==> src/rtl/idle_gap_predictor.sv <==
module idle_gap_predictor #(
  parameter int GAP_W   = 16,
  parameter int HIST_LG = 2
) (
  input  logic             clk,
  input  logic             rst_n,
  input  logic             req_i,
  input  logic             done_i,
  input  logic [GAP_W-1:0] boundary_i,
  input  logic [GAP_W-1:0] fallback_i,
  output logic             go_low_o
);
  localparam int HIST_N = 1 << HIST_LG;
  localparam int SUM_W  = GAP_W + HIST_LG;
  localparam int FILL_W = HIST_LG + 1;
  localparam logic [GAP_W-1:0]  CNT_MAX = {GAP_W{1'b1}};
  localparam logic [FILL_W-1:0] FULL    = FILL_W'(HIST_N);

  logic              idle_q, fired_q, go_low_q;
  logic [GAP_W-1:0]  cnt_q;
  logic [FILL_W-1:0] fill_q;
  logic [GAP_W-1:0]  hist_q [HIST_N];
  logic [SUM_W-1:0]  sum;

  always_comb begin
    sum = '0;
    for (int i = 0; i < HIST_N; i++) sum = sum + SUM_W'(hist_q[i]);
  end

  wire             warm    = (fill_q == FULL);
  wire [GAP_W-1:0] pred    = sum[SUM_W-1:HIST_LG];
  wire             jump    = warm && (pred > boundary_i);
  wire [GAP_W-1:0] fb_eff  = (fallback_i == '0) ? GAP_W'(1) : fallback_i;
  wire             record  = idle_q && req_i;
  wire             cnt_sat = (cnt_q == CNT_MAX);
  wire             timeout = idle_q && !fired_q && !req_i && !done_i && (cnt_q >= fb_eff);

  assign go_low_o = go_low_q;

  always_ff @(posedge clk or negedge rst_n) begin
    if (!rst_n) begin
      idle_q   <= 1'b0;
      fired_q  <= 1'b0;
      go_low_q <= 1'b0;
      cnt_q    <= '0;
    end else begin
      go_low_q <= done_i ? jump : timeout;
      if (done_i) begin
        idle_q  <= 1'b1;
        cnt_q   <= GAP_W'(1);
        fired_q <= jump;
      end else if (req_i) begin
        idle_q  <= 1'b0;
        fired_q <= 1'b0;
      end else if (idle_q) begin
        if (!cnt_sat) cnt_q <= cnt_q + GAP_W'(1);
        if (timeout) fired_q <= 1'b1;
      end
    end
  end

  always_ff @(posedge clk or negedge rst_n) begin
    if (!rst_n)                   fill_q <= '0;
    else if (record && !warm)     fill_q <= fill_q + FILL_W'(1);
  end

  for (genvar i = 0; i < HIST_N; i++) begin : g_hist
    always_ff @(posedge clk or negedge rst_n) begin
      if (!rst_n)      hist_q[i] <= '0;
      else if (record) hist_q[i] <= (i == 0) ? cnt_q : hist_q[(i == 0) ? 0 : i-1];
    end
  end

  AST_GAP_OPEN:  assert property (@(posedge clk) disable iff (!rst_n)
                   done_i |=> (idle_q && cnt_q == GAP_W'(1)));
  AST_COLD_WAIT: assert property (@(posedge clk) disable iff (!rst_n)
                   (done_i && !warm && fb_eff > GAP_W'(1)) |=> !go_low_q);
  AST_JUMP_WHY:  assert property (@(posedge clk) disable iff (!rst_n)
                   (go_low_q && $past(done_i)) |-> $past(warm && pred > boundary_i));
  AST_REQ_QUIET: assert property (@(posedge clk) disable iff (!rst_n)
                   (req_i && !done_i) |=> !go_low_q);
  AST_ONE_SHOT:  assert property (@(posedge clk) disable iff (!rst_n)
                   (go_low_q && !done_i) |=> !go_low_q);
  AST_IDLE_LOW:  assert property (@(posedge clk) disable iff (!rst_n)
                   go_low_q |-> idle_q);
  AST_SAT_HOLD:  assert property (@(posedge clk) disable iff (!rst_n)
                   (idle_q && cnt_sat && !done_i && !req_i) |=> cnt_q == CNT_MAX);
  AST_STRAY_REQ: assert property (@(posedge clk) disable iff (!rst_n)
                   (req_i && !idle_q && !done_i) |=> $stable(fill_q));
endmodule

==> config.mk <==
export PLATFORM = sky130hd
export DESIGN_NAME = idle_gap_predictor
export DESIGN_NICKNAME = d
export VERILOG_FILES = /design/src/rtl/idle_gap_predictor.sv
export SDC_FILE = /design/constraint.sdc
export NUM_CORES = 1
export LEC_CHECK = 0
export BUFFER_PORTS_ARGS = -buffer_cell sky130_fd_sc_hd__buf_4
export CAP_MARGIN = 10
export CORE_MARGIN = 2
export CORE_UTILIZATION = 51
export CTS_CLUSTER_SIZE = 14
export DETAILED_ROUTE_END_ITERATION = 10
export GPL_ROUTABILITY_DRIVEN = 0
export GPL_TIMING_DRIVEN = 0
export PLACE_DENSITY = 0.69
export SYNTH_ARGS = -nofsm -noshare
export SYNTH_HDL_FRONTEND = slang
export SYNTH_SLANG_ARGS = --single-unit
==> constraint.sdc <==
create_clock -name clk -period 12.33 [get_ports clk]
set_clock_uncertainty 0.05 [all_clocks]
set_input_delay 1.8495 -clock clk [delete_from_list [all_inputs] [get_ports clk]]
set_output_delay 1.8495 -clock clk [all_outputs]
set_load 0.05 [all_outputs]
==> flow_summary_export.csv <==
group,metric,value,unit
outcome,status,"completed",
pwr,p_leak,3.27,nW
route,drcViolationCount,0,
route,postRouteWirelength,11.5,mm
place,dp_hpwl,9.15,mm
floorplanning,start_util,0.522,
floorplanning,pin_count,37,
timing,slew_headroom,0.290,
setup_path,cp_common_cell,"fa_1",
setup_path,crit_path_start,"hist_q[1]",
timing,worst_pin_slew,1.07,ns
layout,fin_nets,791,
floorplanning,dieArea,0.0125,sq mm
clock_tree,postCtsHoldBufs,0,
timing,max_freq,194,MHz
yosys,yosys_warnings,0,
setup_path,arrival,5.27,ns
min_path,min_from,"hist_q[11]",
timing,setup_violations,0,
pwr,power.density,99.3,mW/mm^2
layout,syn2layout_area_growth,12.0,%
layout,drive_gt1_frac,0.127,
global_routing,antenna_found_initial,0,
global_routing,grt_util_all_layers,0.195,
pwr,ir_worst_vdd,57.4,uV
route,wl_per_cell,14.0,um
route,antenna_left,0,
setup_path,path_delay_family,"compound AO/OA/AOI/OAI gates",
floorplanning,die_w,112,um
timing,rsz0062_at_grt,"no",
global_routing,grt_start_max_net_pins,87,
timing,hold_viol_final,0,
setup_path,cp_max_fo,4,
yosys,synthDistinctLibCells,60,
clock_tree,clock_sinks,86,
yosys,syn-num-nets,745,
yosys,yosysSeqAreaShare,0.363,
min_path,min_path_type,"flip-flop to flip-flop",
timing,finalCritPeriodShare,0.418,
yosys,synth_commonest_cells,"inv_1 (125), dfrtp_1 (86), nand2_1 (62)",
clock_tree,cts_resized,0,
global_routing,grt_overflow_total,0,
route,routed_via_density,5.28,
setup_path,crit_chain,"inv_1, fa_1, inv_1, fa_1, nand3b_1, fa_1, nor2b_1, o21ai_1, a21oi_1, o21ai_0, o311ai_0, ha_1, a21oi_1, nor2_1, a2111oi_0, o31ai_1, o21ai_0, o311ai_1",
setup_path,max_stage_delay,0.56,ns
clock_tree,cts_tree,"built",
layout,fin_cells,820,
timing,period_needed,5.15,ns
timing,hold_slack,0.426,ns
yosys,avgSynthCellArea,9.46,sq um
place,dp_cells,805,
setup_path,required,12.44,ns
floorplanning,core,0.0114,sq mm
place,dp_slack,7.16,ns
yosys,yosysTopAreaCellShare,0.363,
clock_tree,path_clk_slew,0.06,ns
route,dr.pass1.iters,6,
yosys,synth_most_common_cell,"inv_1",
setup_path,startpoint_type,"flip-flop",
layout,fill_cells,1024,
global_routing,first_global_vias,4347,
setup_path,path_class,"flip-flop to flip-flop",
floorplanning,chipHeight,112,um
yosys,synth_edf_count,0,
floorplanning,row_count,39,
timing,slew_violations,0,
route,drt_iter0_markers,141,
setup_path,r2r_start,"hist_q[1]",
yosys,yosysTopAreaCell,"dfrtp_1",
layout,multi_input_area,0.00324,sq mm
yosys,synth_area,0.00593,sq mm
yosys,ys_ff_latch,86,
yosys,synthArstFlopShare,1.00,
clock_tree,clk_latency,0.34,ns
route,num_vias,4331,
job,max_cap_violations,0,
timing,setup_tns,0,ns
pwr,finalPower,659,uW
clock_tree,cts_setup_buffers,0,
setup_path,crit_path_top_delay_cell,"o21ai_0",
clock_tree,root_buffer,"clkbuf_16",
clock_tree,numCtsBuffers,9,
place,io_buffer_count,35,
yosys,synth_cells,627,
layout,register_area,0.00215,sq mm
setup_path,critPathBufInv,2,
clock_tree,htree_levels,3,
global_routing,grt_pass1_wl,19.7,mm
layout,diodes,0,
timing,timing.final.ws_setup,7.18,ns
yosys,synthFlopType,"dfrtp_1",
yosys,synth_area_leaders,"dfrtp_1 (36%), fa_1 (11%), ha_1 (11%), inv_1 (7.9%), o21ai_0 (4.6%)",
setup_path,critPathCaptureType,"flip-flop",
clock_tree,cts_buffer_depth,2,
==> flip-flops by register name, summed over array words and instances (netlist names) <==
| register | cells |
|---|---|
| hist_q | 64 |
| idle_q | 1 |
| cnt_q | 16 |
| go_low_o | 1 |
| fired_q | 1 |
| fill_q | 3 |
==> stage by stage <==
| step | cell area (sq um) | utilization |
|---|---|---|
| 2_1_floorplan | 5930 | - |
| 3_3_place_gp | 6370 | 0.560 |
| 3_5_place_dp | 6370 | 0.560 |
| 4_1_cts | 6640 | 0.584 |
| 5_1_grt | 6640 | 0.584 |
| 6_report | 6640 | 0.584 |
==> per-layer routing <==
layer  GRT usage  vias up  wire length [um]
li1            -     2157                 -
met1       0.253     2084              5100
met2       0.337       75              5690
met3      0.0299       15               461
met4      0.0667        0               207
met5           0        -                 0
==> power by group <==
part           switching [mW]  leakage (nW)  internal [mW]
Clock                   0.100         0.133          0.146
Sequential            0.00901          1.18          0.295
Combinational          0.0617          1.96         0.0473
==> cells in the final DEF, fill, tap and decap left out, types with 2 or more instances in the layout <==
cell         n
nor3_1       4
mux2_2      22
dfrtp_1     86
clkbuf_1    18
a21o_1       9
nand3_2      4
ha_1        50
nor2b_1      5
nand2b_1     2
and4_4       2
nand4b_1     2
clkbuf_16    9
or3_1        6
inv_1      125
o211ai_1     2
nand4_1      4
o21ai_0     54
and4_1       2
a311oi_1     2
buf_4       35
nor4_1       3
o31ai_1      3
nor2_1      26
o21ai_1      5
nand3b_1     2
a211oi_1     4
nand2_1     62
fa_1        32
a21oi_1     27
o21bai_1     2
nand3_1     12
clkbuf_8     2
xor2_1      11
xnor2_1     13
==> final cells by class <==
class / instances / area share
Multi-Input combinational cell: 399 / 0.487
Buffer: 17 / 0.0109
Sequential cell: 86 / 0.324
Clock inverter: 1 / 0.000754
Tap cell: 143 / 0.0269
Clock buffer: 14 / 0.0398
Timing Repair Buffer: 35 / 0.0396
Inverter: 125 / 0.0706
==> path summary, 6_finish.rpt <==
path / end / slack, ns / cells after the start
hold / removal: hist_q[11] / 0.43 / 2
max in group asynchronous: hist_q[49] / 9.89 / 1
setup reg to reg: fired_q / 7.18 / 18
hold reg to reg: hist_q[11] / 0.43 / 2
min in group asynchronous: go_low_o / 1.65 / 1
setup / recovery: fired_q / 7.18 / 18
==> cell families (layout without fill, tap and decap cells) <==
family	count (synthesis)	count (layout)	share of synthesized area
buffers and inverters	142	192	0.0913
DFF	86	86	0.363
and+or+nand+nor	144	144	0.121
xor gates and xnor gates	24	24	0.0354
muxes	23	23	0.0435
AOI/OAI and AO/OA	126	126	0.132
adders and majority gates	82	82	0.214
==> worst reg2reg max path, delay by kind of cell (launching register included) <==
family                   cells  cell delay, ns
AO/OA/AOI/OAI                9            2.39
adder cells (fa/ha/maj)      4            1.80
buffers and inverters        2            0.11
flip-flops                   1            0.34
AND/OR/NAND/NOR              3            0.29
No activity file was read; power rests on OpenSTA's default activity.
